==> src/rtl/sgpio_pkg.sv <==
package sgpio_pkg;
  typedef enum logic [1:0] {SQ_IDLE, SQ_SHIFT, SQ_LOAD, SQ_GAP} sq_state_e;
  localparam int SRC_STRIDE = 3;
  localparam int ADDR_CTRL  = 0;
  localparam int ADDR_DIV   = 1;
  localparam int ADDR_MASK  = 2;
  localparam int ADDR_GAP   = 3;
  localparam int ADDR_INW   = 4;
endpackage

==> src/rtl/sgpio_clkgen.sv <==
module sgpio_clkgen #(
  parameter int DIVW = 12
) (
  input  logic            clk,
  input  logic            rst,
  input  logic [DIVW-1:0] div,
  output logic            tick,
  output logic            mid
);
  logic [DIVW-1:0] cnt;
  logic [DIVW-1:0] dv;
  logic [DIVW-1:0] half;

  always_comb begin
    dv   = (div < DIVW'(2)) ? DIVW'(2) : div;
    half = dv >> 1;
    tick = (cnt >= dv - DIVW'(1));
    mid  = (cnt == half - DIVW'(1));
  end

  always_ff @(posedge clk) begin
    if (rst)       cnt <= '0;
    else if (tick) cnt <= '0;
    else           cnt <= cnt + DIVW'(1);
  end

  // a serial period is never shorter than two system cycles
  a_r3_tick_spacing: assert property (@(posedge clk) disable iff (rst)
    tick |=> !tick);
  // the rising point of the serial clock lies strictly inside a period
  a_r3_mid_inside: assert property (@(posedge clk) disable iff (rst)
    !(tick && mid));
endmodule

==> src/rtl/sgpio_regs.sv <==
module sgpio_regs
  import sgpio_pkg::*;
#(
  parameter int NPORTS  = 32,
  parameter int MAXBITS = 4,
  parameter int DIVW    = 12,
  parameter int GAPW    = 8,
  parameter int AW      = 6,
  parameter int DW      = 32,
  localparam int PW     = $clog2(NPORTS),
  localparam int BW     = $clog2(MAXBITS),
  localparam int CFGW   = SRC_STRIDE * MAXBITS,
  localparam int CFG_BASE = 1 << (AW - 1)
) (
  input  logic                            clk,
  input  logic                            rst,
  input  logic                            wr_en,
  input  logic [AW-1:0]                   wr_addr,
  input  logic [DW-1:0]                   wr_data,
  input  logic [AW-1:0]                   rd_addr,
  output logic [DW-1:0]                   rd_data,
  input  logic                            commit,
  input  logic                            shot_done,
  input  logic [MAXBITS-1:0][NPORTS-1:0]  shadow,
  input  logic [PW-1:0]                   cur_port,
  input  logic [BW-1:0]                   cur_bit,
  output logic                            src_bit,
  output logic [BW-1:0]                   width,
  output logic                            auto_rep,
  output logic                            shot,
  output logic [DIVW-1:0]                 div,
  output logic [NPORTS-1:0]               mask,
  output logic [GAPW-1:0]                 gap
);
  logic [CFGW-1:0]                 cfg_mem [NPORTS];
  logic [MAXBITS-1:0][NPORTS-1:0]  in_words;
  logic [CFGW-1:0]                 cur_word;
  int                              wa;
  int                              ra;
  logic                            wr_ctrl;

  always_comb begin
    wa      = int'(wr_addr);
    ra      = int'(rd_addr);
    wr_ctrl = wr_en && (wa == ADDR_CTRL);
  end

  // source bit of the slot being shifted: lowest bit of the 3-bit field
  always_comb begin
    cur_word = cfg_mem[cur_port];
    src_bit  = 1'b0;
    for (int b = 0; b < MAXBITS; b++)
      if (cur_bit == BW'(b)) src_bit = cur_word[SRC_STRIDE*b];
  end

  always_ff @(posedge clk) begin
    if (rst) begin
      width    <= '0;
      auto_rep <= 1'b0;
      div      <= '0;
      mask     <= '0;
      gap      <= '0;
    end else if (wr_en) begin
      if (wa == ADDR_CTRL) begin
        width    <= wr_data[BW-1:0];
        auto_rep <= wr_data[BW];
      end
      if (wa == ADDR_DIV)  div  <= wr_data[DIVW-1:0];
      if (wa == ADDR_MASK) mask <= wr_data[NPORTS-1:0];
      if (wa == ADDR_GAP)  gap  <= wr_data[GAPW-1:0];
    end
  end

  always_ff @(posedge clk) begin
    if (rst)                         shot <= 1'b0;
    else if (wr_ctrl)                shot <= wr_data[BW+1];
    else if (shot_done && !auto_rep) shot <= 1'b0;
  end

  always_ff @(posedge clk) begin
    if (rst) begin
      for (int i = 0; i < NPORTS; i++) cfg_mem[i] <= '0;
    end else if (wr_en && wa >= CFG_BASE && wa < CFG_BASE + NPORTS) begin
      cfg_mem[PW'(wa - CFG_BASE)] <= wr_data[CFGW-1:0];
    end
  end

  always_ff @(posedge clk) begin
    if (rst)         in_words <= '0;
    else if (commit) in_words <= shadow;
  end

  always_ff @(posedge clk) begin
    if (rst) begin
      rd_data <= '0;
    end else begin
      rd_data <= '0;
      if (ra == ADDR_CTRL)      rd_data <= DW'({shot, auto_rep, width});
      else if (ra == ADDR_DIV)  rd_data <= DW'(div);
      else if (ra == ADDR_MASK) rd_data <= DW'(mask);
      else if (ra == ADDR_GAP)  rd_data <= DW'(gap);
      else if (ra >= ADDR_INW && ra < ADDR_INW + MAXBITS)
        rd_data <= DW'(in_words[BW'(ra - ADDR_INW)]);
      else if (ra >= CFG_BASE && ra < CFG_BASE + NPORTS)
        rd_data <= DW'(cfg_mem[PW'(ra - CFG_BASE)]);
    end
  end

  // the visible scan changes only on a burst commit
  a_r7_inputs_hold: assert property (@(posedge clk) disable iff (rst)
    !commit |=> $stable(in_words));
  // auto-repeat keeps a pending single-shot request set
  a_r10_shot_kept: assert property (@(posedge clk) disable iff (rst)
    (shot && auto_rep && !wr_ctrl) |=> shot);
endmodule

==> src/rtl/sgpio_seq.sv <==
module sgpio_seq
  import sgpio_pkg::*;
#(
  parameter int NPORTS  = 32,
  parameter int MAXBITS = 4,
  parameter int GAPW    = 8,
  localparam int PW     = $clog2(NPORTS),
  localparam int BW     = $clog2(MAXBITS)
) (
  input  logic                            clk,
  input  logic                            rst,
  input  logic                            tick,
  input  logic                            mid,
  input  logic [BW-1:0]                   width,
  input  logic                            auto_rep,
  input  logic                            shot,
  input  logic [NPORTS-1:0]               mask,
  input  logic [GAPW-1:0]                 gap,
  input  logic                            src_bit,
  input  logic                            sdin,
  output logic [PW-1:0]                   cur_port,
  output logic [BW-1:0]                   cur_bit,
  output logic [MAXBITS-1:0][NPORTS-1:0]  shadow,
  output logic                            commit,
  output logic                            shot_done,
  output logic                            sclk_q,
  output logic                            sdout_q,
  output logic                            sload_q
);
  sq_state_e      state;
  logic [GAPW-1:0] gcnt;
  logic [PW:0]     first_en;
  logic [PW:0]     next_en;
  logic            go_burst;

  // lowest enabled port at or above lo; MSB flags a hit
  function automatic logic [PW:0] find_from(input logic [NPORTS-1:0] m, input int lo);
    logic [PW:0] r;
    r = '0;
    for (int i = NPORTS - 1; i >= 0; i--)
      if (m[i] && i >= lo) r = {1'b1, PW'(i)};
    return r;
  endfunction

  always_comb begin
    first_en = find_from(mask, 0);
    next_en  = find_from(mask, int'(cur_port) + 1);
    go_burst = tick && (
      (state == SQ_IDLE && (auto_rep || shot)) ||
      (state == SQ_LOAD && auto_rep && gap == '0) ||
      (state == SQ_GAP  && auto_rep && gcnt <= GAPW'(1)));
  end

  always_ff @(posedge clk) begin
    if (rst) begin
      state     <= SQ_IDLE;
      cur_port  <= '0;
      cur_bit   <= '0;
      gcnt      <= '0;
      shadow    <= '0;
      commit    <= 1'b0;
      shot_done <= 1'b0;
      sclk_q    <= 1'b0;
      sdout_q   <= 1'b0;
      sload_q   <= 1'b0;
    end else begin
      commit    <= 1'b0;
      shot_done <= 1'b0;
      sdout_q   <= (state == SQ_SHIFT) ? src_bit : 1'b0;
      if (state == SQ_SHIFT && mid) begin
        sclk_q                    <= 1'b1;
        shadow[cur_bit][cur_port] <= sdin;
      end
      if (tick) sclk_q <= 1'b0;
      if (go_burst) begin
        shadow   <= '0;
        cur_bit  <= '0;
        cur_port <= first_en[PW-1:0];
        state    <= first_en[PW] ? SQ_SHIFT : SQ_LOAD;
        sload_q  <= !first_en[PW];
        commit   <= !first_en[PW];
      end else if (tick) begin
        case (state)
          SQ_SHIFT: begin
            if (cur_bit < width) begin
              cur_bit <= cur_bit + BW'(1);
            end else if (next_en[PW]) begin
              cur_port <= next_en[PW-1:0];
              cur_bit  <= '0;
            end else begin
              state   <= SQ_LOAD;
              sload_q <= 1'b1;
              commit  <= 1'b1;
            end
          end
          SQ_LOAD: begin
            sload_q <= 1'b0;
            if (auto_rep) begin
              state <= SQ_GAP;
              gcnt  <= gap;
            end else begin
              state     <= SQ_IDLE;
              shot_done <= 1'b1;
            end
          end
          SQ_GAP: begin
            if (!auto_rep) state <= SQ_IDLE;
            else           gcnt  <= gcnt - GAPW'(1);
          end
          default: ;
        endcase
      end
    end
  end

  // the load strobe never overlaps a serial clock pulse
  a_r5_load_clock_quiet: assert property (@(posedge clk) disable iff (rst)
    !(sclk_q && sload_q));
  // serial clock pulses only while bits are being shifted
  a_r4_clock_only_shifting: assert property (@(posedge clk) disable iff (rst)
    sclk_q |-> state == SQ_SHIFT);
  // completion of a single shot happens only as the load strobe ends
  a_r9_done_after_load: assert property (@(posedge clk) disable iff (rst)
    shot_done |-> $fell(sload_q));
endmodule

==> src/rtl/serial_gpio_scan.sv <==
module serial_gpio_scan #(
  parameter int NPORTS  = 32,
  parameter int MAXBITS = 4,
  parameter int DIVW    = 12,
  parameter int GAPW    = 8,
  parameter int AW      = 6,
  parameter int DW      = 32,
  localparam int PW     = $clog2(NPORTS),
  localparam int BW     = $clog2(MAXBITS)
) (
  input  logic          clk,
  input  logic          rst,
  input  logic          wr_en,
  input  logic [AW-1:0] wr_addr,
  input  logic [DW-1:0] wr_data,
  input  logic [AW-1:0] rd_addr,
  output logic [DW-1:0] rd_data,
  input  logic          sdin,
  output logic          sclk,
  output logic          sdout,
  output logic          sload
);
  logic                           tick, mid;
  logic [BW-1:0]                  width;
  logic                           auto_rep, shot;
  logic [DIVW-1:0]                div;
  logic [NPORTS-1:0]              mask;
  logic [GAPW-1:0]                gap;
  logic                           src_bit;
  logic [PW-1:0]                  cur_port;
  logic [BW-1:0]                  cur_bit;
  logic [MAXBITS-1:0][NPORTS-1:0] shadow;
  logic                           commit, shot_done;

  sgpio_clkgen #(.DIVW(DIVW)) u_clk (
    .clk(clk), .rst(rst), .div(div), .tick(tick), .mid(mid));

  sgpio_regs #(
    .NPORTS(NPORTS), .MAXBITS(MAXBITS), .DIVW(DIVW), .GAPW(GAPW), .AW(AW), .DW(DW)
  ) u_regs (
    .clk(clk), .rst(rst), .wr_en(wr_en), .wr_addr(wr_addr), .wr_data(wr_data),
    .rd_addr(rd_addr), .rd_data(rd_data), .commit(commit), .shot_done(shot_done),
    .shadow(shadow), .cur_port(cur_port), .cur_bit(cur_bit), .src_bit(src_bit),
    .width(width), .auto_rep(auto_rep), .shot(shot), .div(div), .mask(mask), .gap(gap));

  sgpio_seq #(
    .NPORTS(NPORTS), .MAXBITS(MAXBITS), .GAPW(GAPW)
  ) u_seq (
    .clk(clk), .rst(rst), .tick(tick), .mid(mid), .width(width), .auto_rep(auto_rep),
    .shot(shot), .mask(mask), .gap(gap), .src_bit(src_bit), .sdin(sdin),
    .cur_port(cur_port), .cur_bit(cur_bit), .shadow(shadow), .commit(commit),
    .shot_done(shot_done), .sclk_q(sclk), .sdout_q(sdout), .sload_q(sload));
endmodule

==> config.mk <==
export PLATFORM = sky130hd
export DESIGN_NAME = serial_gpio_scan
export DESIGN_NICKNAME = d
export VERILOG_FILES = /design/src/rtl/sgpio_pkg.sv /design/src/rtl/sgpio_clkgen.sv /design/src/rtl/sgpio_regs.sv /design/src/rtl/sgpio_seq.sv /design/src/rtl/serial_gpio_scan.sv
export SDC_FILE = /design/constraint.sdc
export NUM_CORES = 2
export LEC_CHECK = 0
export BUFFER_PORTS_ARGS = -buffer_cell sky130_fd_sc_hd__buf_2
export CORE_MARGIN = 8
export CORE_UTILIZATION = 40
export CTS_CLUSTER_SIZE = 14
export DETAILED_ROUTE_END_ITERATION = 16
export PLACE_DENSITY = 0.6
export SLEW_MARGIN = 20
export SYNTH_ARGS = -nofsm -noshare
export SYNTH_HDL_FRONTEND = slang
export SYNTH_SLANG_ARGS = --single-unit
==> constraint.sdc <==
create_clock -name clk -period 9.4 [get_ports clk]
set_input_delay 1.41 -clock clk [delete_from_list [all_inputs] [get_ports clk]]
set_output_delay 1.41 -clock clk [all_outputs]
set_load 0.01 [all_outputs]
==> run_summary.xml <==
<?xml version="1.0" encoding="UTF-8"?>
<metrics>
  <group name="critical_path">
    <metric name="path_cells" unit="">nor3_1, a41oi_1, ha_1, nor3b_1, nand3_1, nor4_1, xnor2_1, ha_1, o21ai_0, nand2b_1, a21boi_0, a41oi_1, buf_4, nor2_1, nor2_4, nand2_4, buf_4, mux2i_1</metric>
    <metric name="worst_r2r_endpoint" unit="">u_seq.shadow[75]</metric>
    <metric name="path_class" unit="">flip-flop to flip-flop</metric>
    <metric name="critPathTopFamily" unit="">simple AND/OR/NAND/NOR gates</metric>
    <metric name="crit_path_max_incr_delay" unit="ns">0.81</metric>
    <metric name="reg2regPathDepth" unit="">18</metric>
    <metric name="setup.worst_path.end_class" unit="">flip-flop</metric>
    <metric name="crit_buf_inv" unit="">2</metric>
    <metric name="critical_path.slowest_cell" unit="">nor2_1</metric>
    <metric name="r2r_slack" unit="ns">3.23</metric>
    <metric name="cp-start-kind" unit="">flip-flop</metric>
    <metric name="path_max_fanout" unit="">88</metric>
    <metric name="regToRegStartpoint" unit="">u_regs.div[7]</metric>
    <metric name="crit_required" unit="ns">9.91</metric>
    <metric name="arrival" unit="ns">6.68</metric>
  </group>
  <group name="place">
    <metric name="hpwl" unit="mm">66.8</metric>
    <metric name="dpl.cell_count" unit="">4283</metric>
    <metric name="globalplace.congestion" unit="">0.903</metric>
    <metric name="io_buffer_count" unit="">82</metric>
  </group>
  <group name="route">
    <metric name="antenna_violating_nets_post_route" unit="">0</metric>
    <metric name="detail_route.iter0.violations" unit="">2793</metric>
    <metric name="detail_route.wirelength" unit="mm">106</metric>
    <metric name="detail_route.vias_per_cell" unit="">5.70</metric>
    <metric name="wl_per_cell" unit="um">23.7</metric>
    <metric name="drt_pass1_iterations" unit="">6</metric>
    <metric name="dr_total_vias" unit="">25400</metric>
    <metric name="drt_drc_violations_left" unit="">0</metric>
  </group>
  <group name="floorplanning">
    <metric name="core_region_area" unit="mm^2">0.0917</metric>
    <metric name="rows" unit="">111</metric>
    <metric name="fp.dieArea" unit="mm^2">0.103</metric>
    <metric name="initial_standard_cell_utilization_of_the_core" unit="%">40.4</metric>
    <metric name="fp.dieH" unit="um">320</metric>
    <metric name="die_w" unit="um">320</metric>
    <metric name="num_io_pins" unit="">83</metric>
  </group>
  <group name="global_routing">
    <metric name="grt_pass1_wl" unit="mm">160</metric>
    <metric name="grt.total_usage" unit="%">20.1</metric>
    <metric name="globalRouteOverflowTotal" unit="">0</metric>
    <metric name="grt_antenna_before_repair" unit="">3</metric>
    <metric name="number_of_global_route_vias_before_repair" unit="">24800</metric>
    <metric name="grt_start_max_net_pins" unit="">114</metric>
  </group>
  <group name="clocking">
    <metric name="cts_setup_buffers" unit="">0</metric>
    <metric name="cts-root-to-sink-buffers" unit="">3</metric>
    <metric name="tritoncts" unit="">built</metric>
    <metric name="cts-resized-gates" unit="">0</metric>
    <metric name="cts.sink_count" unit="">767</metric>
    <metric name="cts.htree.levels" unit="">3</metric>
    <metric name="cts_hold_buffers" unit="">0</metric>
    <metric name="cts_made_buffers" unit="">86</metric>
    <metric name="clkLatencyLatePin" unit="ns">0.67</metric>
    <metric name="clk_transition_reported_paths" unit="ns">0.06</metric>
    <metric name="clockRootBuffer" unit="">clkbuf_16</metric>
  </group>
  <group name="synthesis">
    <metric name="post_synth_instance_area" unit="mm^2">0.0370</metric>
    <metric name="syn-mean-instance-area" unit="um^2">11.4</metric>
    <metric name="synth_enable_flop_cells" unit="">384</metric>
    <metric name="postSynth.topFlopCell" unit="">edfxtp_1</metric>
    <metric name="synth_warnings" unit="">0</metric>
    <metric name="ys_async_sr_fraction" unit="%">0</metric>
    <metric name="mappedNetlistNets" unit="">3323</metric>
    <metric name="ys_seq_elements" unit="">767</metric>
    <metric name="synth.yosys.seq_area_share" unit="%">51.8</metric>
    <metric name="yosys.cell_types.count" unit="">81</metric>
    <metric name="number_of_instances_in_the_synthesized_netlist" unit="">3244</metric>
  </group>
  <group name="timing">
    <metric name="timing.final.setup_violations" unit="">0</metric>
    <metric name="tightestPinTransition" unit="ns">1.11</metric>
    <metric name="min_period_over_period" unit="%">65.7</metric>
    <metric name="max-slew-margin-rel" unit="%">25.5</metric>
    <metric name="fin_tns_setup" unit="ns">0</metric>
    <metric name="max_clock_freq" unit="MHz">162</metric>
    <metric name="slew_violations" unit="">0</metric>
    <metric name="fin_skew" unit="ns">0.0467</metric>
    <metric name="timing.final.crit_period" unit="ns">6.17</metric>
    <metric name="hold_viol" unit="">0</metric>
    <metric name="rsz0062_at_grt" unit="">false</metric>
  </group>
  <group name="status">
    <metric name="outcome" unit="">finished, final reports clean</metric>
  </group>
  <group name="pwr">
    <metric name="report.power.total" unit="W">0.00759</metric>
    <metric name="power.density" unit="mW/mm^2">184</metric>
    <metric name="ir_drop" unit="uV">146</metric>
    <metric name="leakage" unit="nW">14.8</metric>
  </group>
  <group name="final_layout">
    <metric name="post_route_cells_drive_above_1_share" unit="%">16.0</metric>
    <metric name="layoutNonFillerInstCount" unit="">4446</metric>
    <metric name="mostFrequentLayoutCell" unit="">and2_1</metric>
    <metric name="finish.net_count" unit="">3264</metric>
    <metric name="layout_common_cells" unit="">and2_1, edfxtp_1, dfxtp_1</metric>
    <metric name="synthesis_to_finish_area_growth" unit="%">11.3</metric>
  </group>
  <group name="hold_path">
    <metric name="type_of_the_tightest_min_delay_check" unit="">flip-flop to flip-flop</metric>
    <metric name="hold-path-cell-count" unit="">2</metric>
    <metric name="worst_hold_path.endpoint" unit="">u_seq.shadow[0]</metric>
    <metric name="worst_hold_startpoint" unit="">u_seq.shadow[0]</metric>
  </group>
  <group name="flow_run">
    <metric name="cap_violations" unit="">0</metric>
  </group>
</metrics>
==> worst max-delay path by stage <==
stage,from,end,slack [ns],cells after the start
floorplan,u_regs.div[7],u_seq.shadow[0],4.74,18
global placement,u_regs.div[7],u_seq.shadow[100],3.47,18
detailed placement,u_regs.div[7],u_seq.shadow[7],3.30,18
CTS,u_regs.div[7],u_seq.shadow[75],3.27,18
global route,u_regs.div[7],u_seq.shadow[41],2.65,18
finish,u_regs.div[7],u_seq.shadow[75],3.23,18
==> routing by layer <==
metal	part of all wire [%]	GRT usage (%)
met1	43	27.4
met2	46	32.2
met3	7.6	3.99
met4	2.9	6.18
met5	0.011	0
==> sequential cells by signal (all words and copies together) (netlist names), 8 cells and up, named ones only <==
name and flops:
u_regs.gap 8, u_regs.rd_data 32, u_regs.cfg_mem 384, u_seq.gcnt 8
u_regs.div 12, u_regs.in_words 128, u_seq.shadow 128, u_clk.cnt 12
u_regs.mask 32
==> cell type report <==
type                            count  area, um^2
Multi-Input combinational cell   2148       16600
Inverter                           37         139
Timing Repair Buffer              145         918
Tap cell                         1186        1480
Fill cell                        8407       50400
Sequential cell                   767       19200
Clock buffer                      104        2300
Clock inverter                     57         614
Antenna cell                        2        5.00
==> cells by family (layout without fill, tap and decap cells) <==
| family | Yosys count | in the layout | synth area share (%) |
|---|---|---|---|
| fa+ha+maj | 31 | 31 | 1.05 |
| xor+xnor | 35 | 35 | 0.848 |
| compound gates | 340 | 340 | 6.06 |
| mux | 496 | 496 | 19.9 |
| buf+inv | 329 | 343 | 3.50 |
| flops | 767 | 767 | 51.8 |
| other cells | 0 | 2 | 0 |
| simple gates | 1246 | 1246 | 16.8 |
==> metrics by stage <==
step	hold WS, ns	cell area, um^2	util [%]	setup slack (ns)
after floorplan	0.436	37000	-	4.74
after global placement	0.446	38300	41.8	3.47
after detailed placement	0.452	38300	41.8	3.30
after CTS	0.460	41200	45.0	3.27
after global routing	0.473	41200	45.0	2.65
final	0.459	41200	45.0	3.23
==> cells in the mapped netlist, types with 5 or more instances <==
cell type,instances,area share (%)
buf_2,34,0.46
and3_1,17,0.29
o211ai_1,6,0.12
a21o_1,12,0.24
a21boi_0,6,0.12
nor3_1,26,0.35
o31a_1,6,0.14
nand3b_1,8,0.16
or3_1,7,0.12
nand4_1,8,0.14
dfxtp_1,383,21
mux4_2,192,12
inv_1,36,0.36
mux2_2,18,0.55
nor4_1,16,0.27
nor2b_1,6,0.10
o21a_1,9,0.18
ha_1,31,1.0
o21ai_0,83,1.1
xor2_1,15,0.35
a21oi_1,82,1.1
o31ai_1,8,0.16
nor2_1,306,3.1
nand3_1,160,2.2
edfxtp_1,384,31
a22oi_1,31,0.63
and2_1,394,6.7
xnor2_1,19,0.45
buf_1,30,0.30
nor3b_1,6,0.12
nand2b_1,11,0.19
clkbuf_1,224,2.3
a211oi_1,14,0.28
a221oi_1,9,0.21
mux2i_1,286,7.7
a31oi_1,9,0.15
o21bai_1,5,0.10
nand2_1,260,2.6
a311oi_1,9,0.21
==> worst register-to-register path, stage by stage, from the launching register on <==
cell and delay [ns]:
dfxtp_1 0.51, nor3_1 0.19, a41oi_1 0.47, ha_1 0.31
nor3b_1 0.47, nand3_1 0.24, nor4_1 0.28, xnor2_1 0.13
ha_1 0.28, o21ai_0 0.09, nand2b_1 0.12, a21boi_0 0.27
a41oi_1 0.08, buf_4 0.19, nor2_1 0.82, nor2_4 0.06
nand2_4 0.68, buf_4 0.68, mux2i_1 0.14
==> power by group <==
| part | leakage [nW] | switching [W] | internal, W |
|---|---|---|---|
| sequential | 6.74 | 0.0000476 | 0.00360 |
| combinational | 6.66 | 0.000324 | 0.000198 |
| clock | 1.42 | 0.00145 | 0.00196 |
| total | 14.8 | 0.00182 | 0.00577 |
Note: power is estimated with default switching activity, not from simulation.
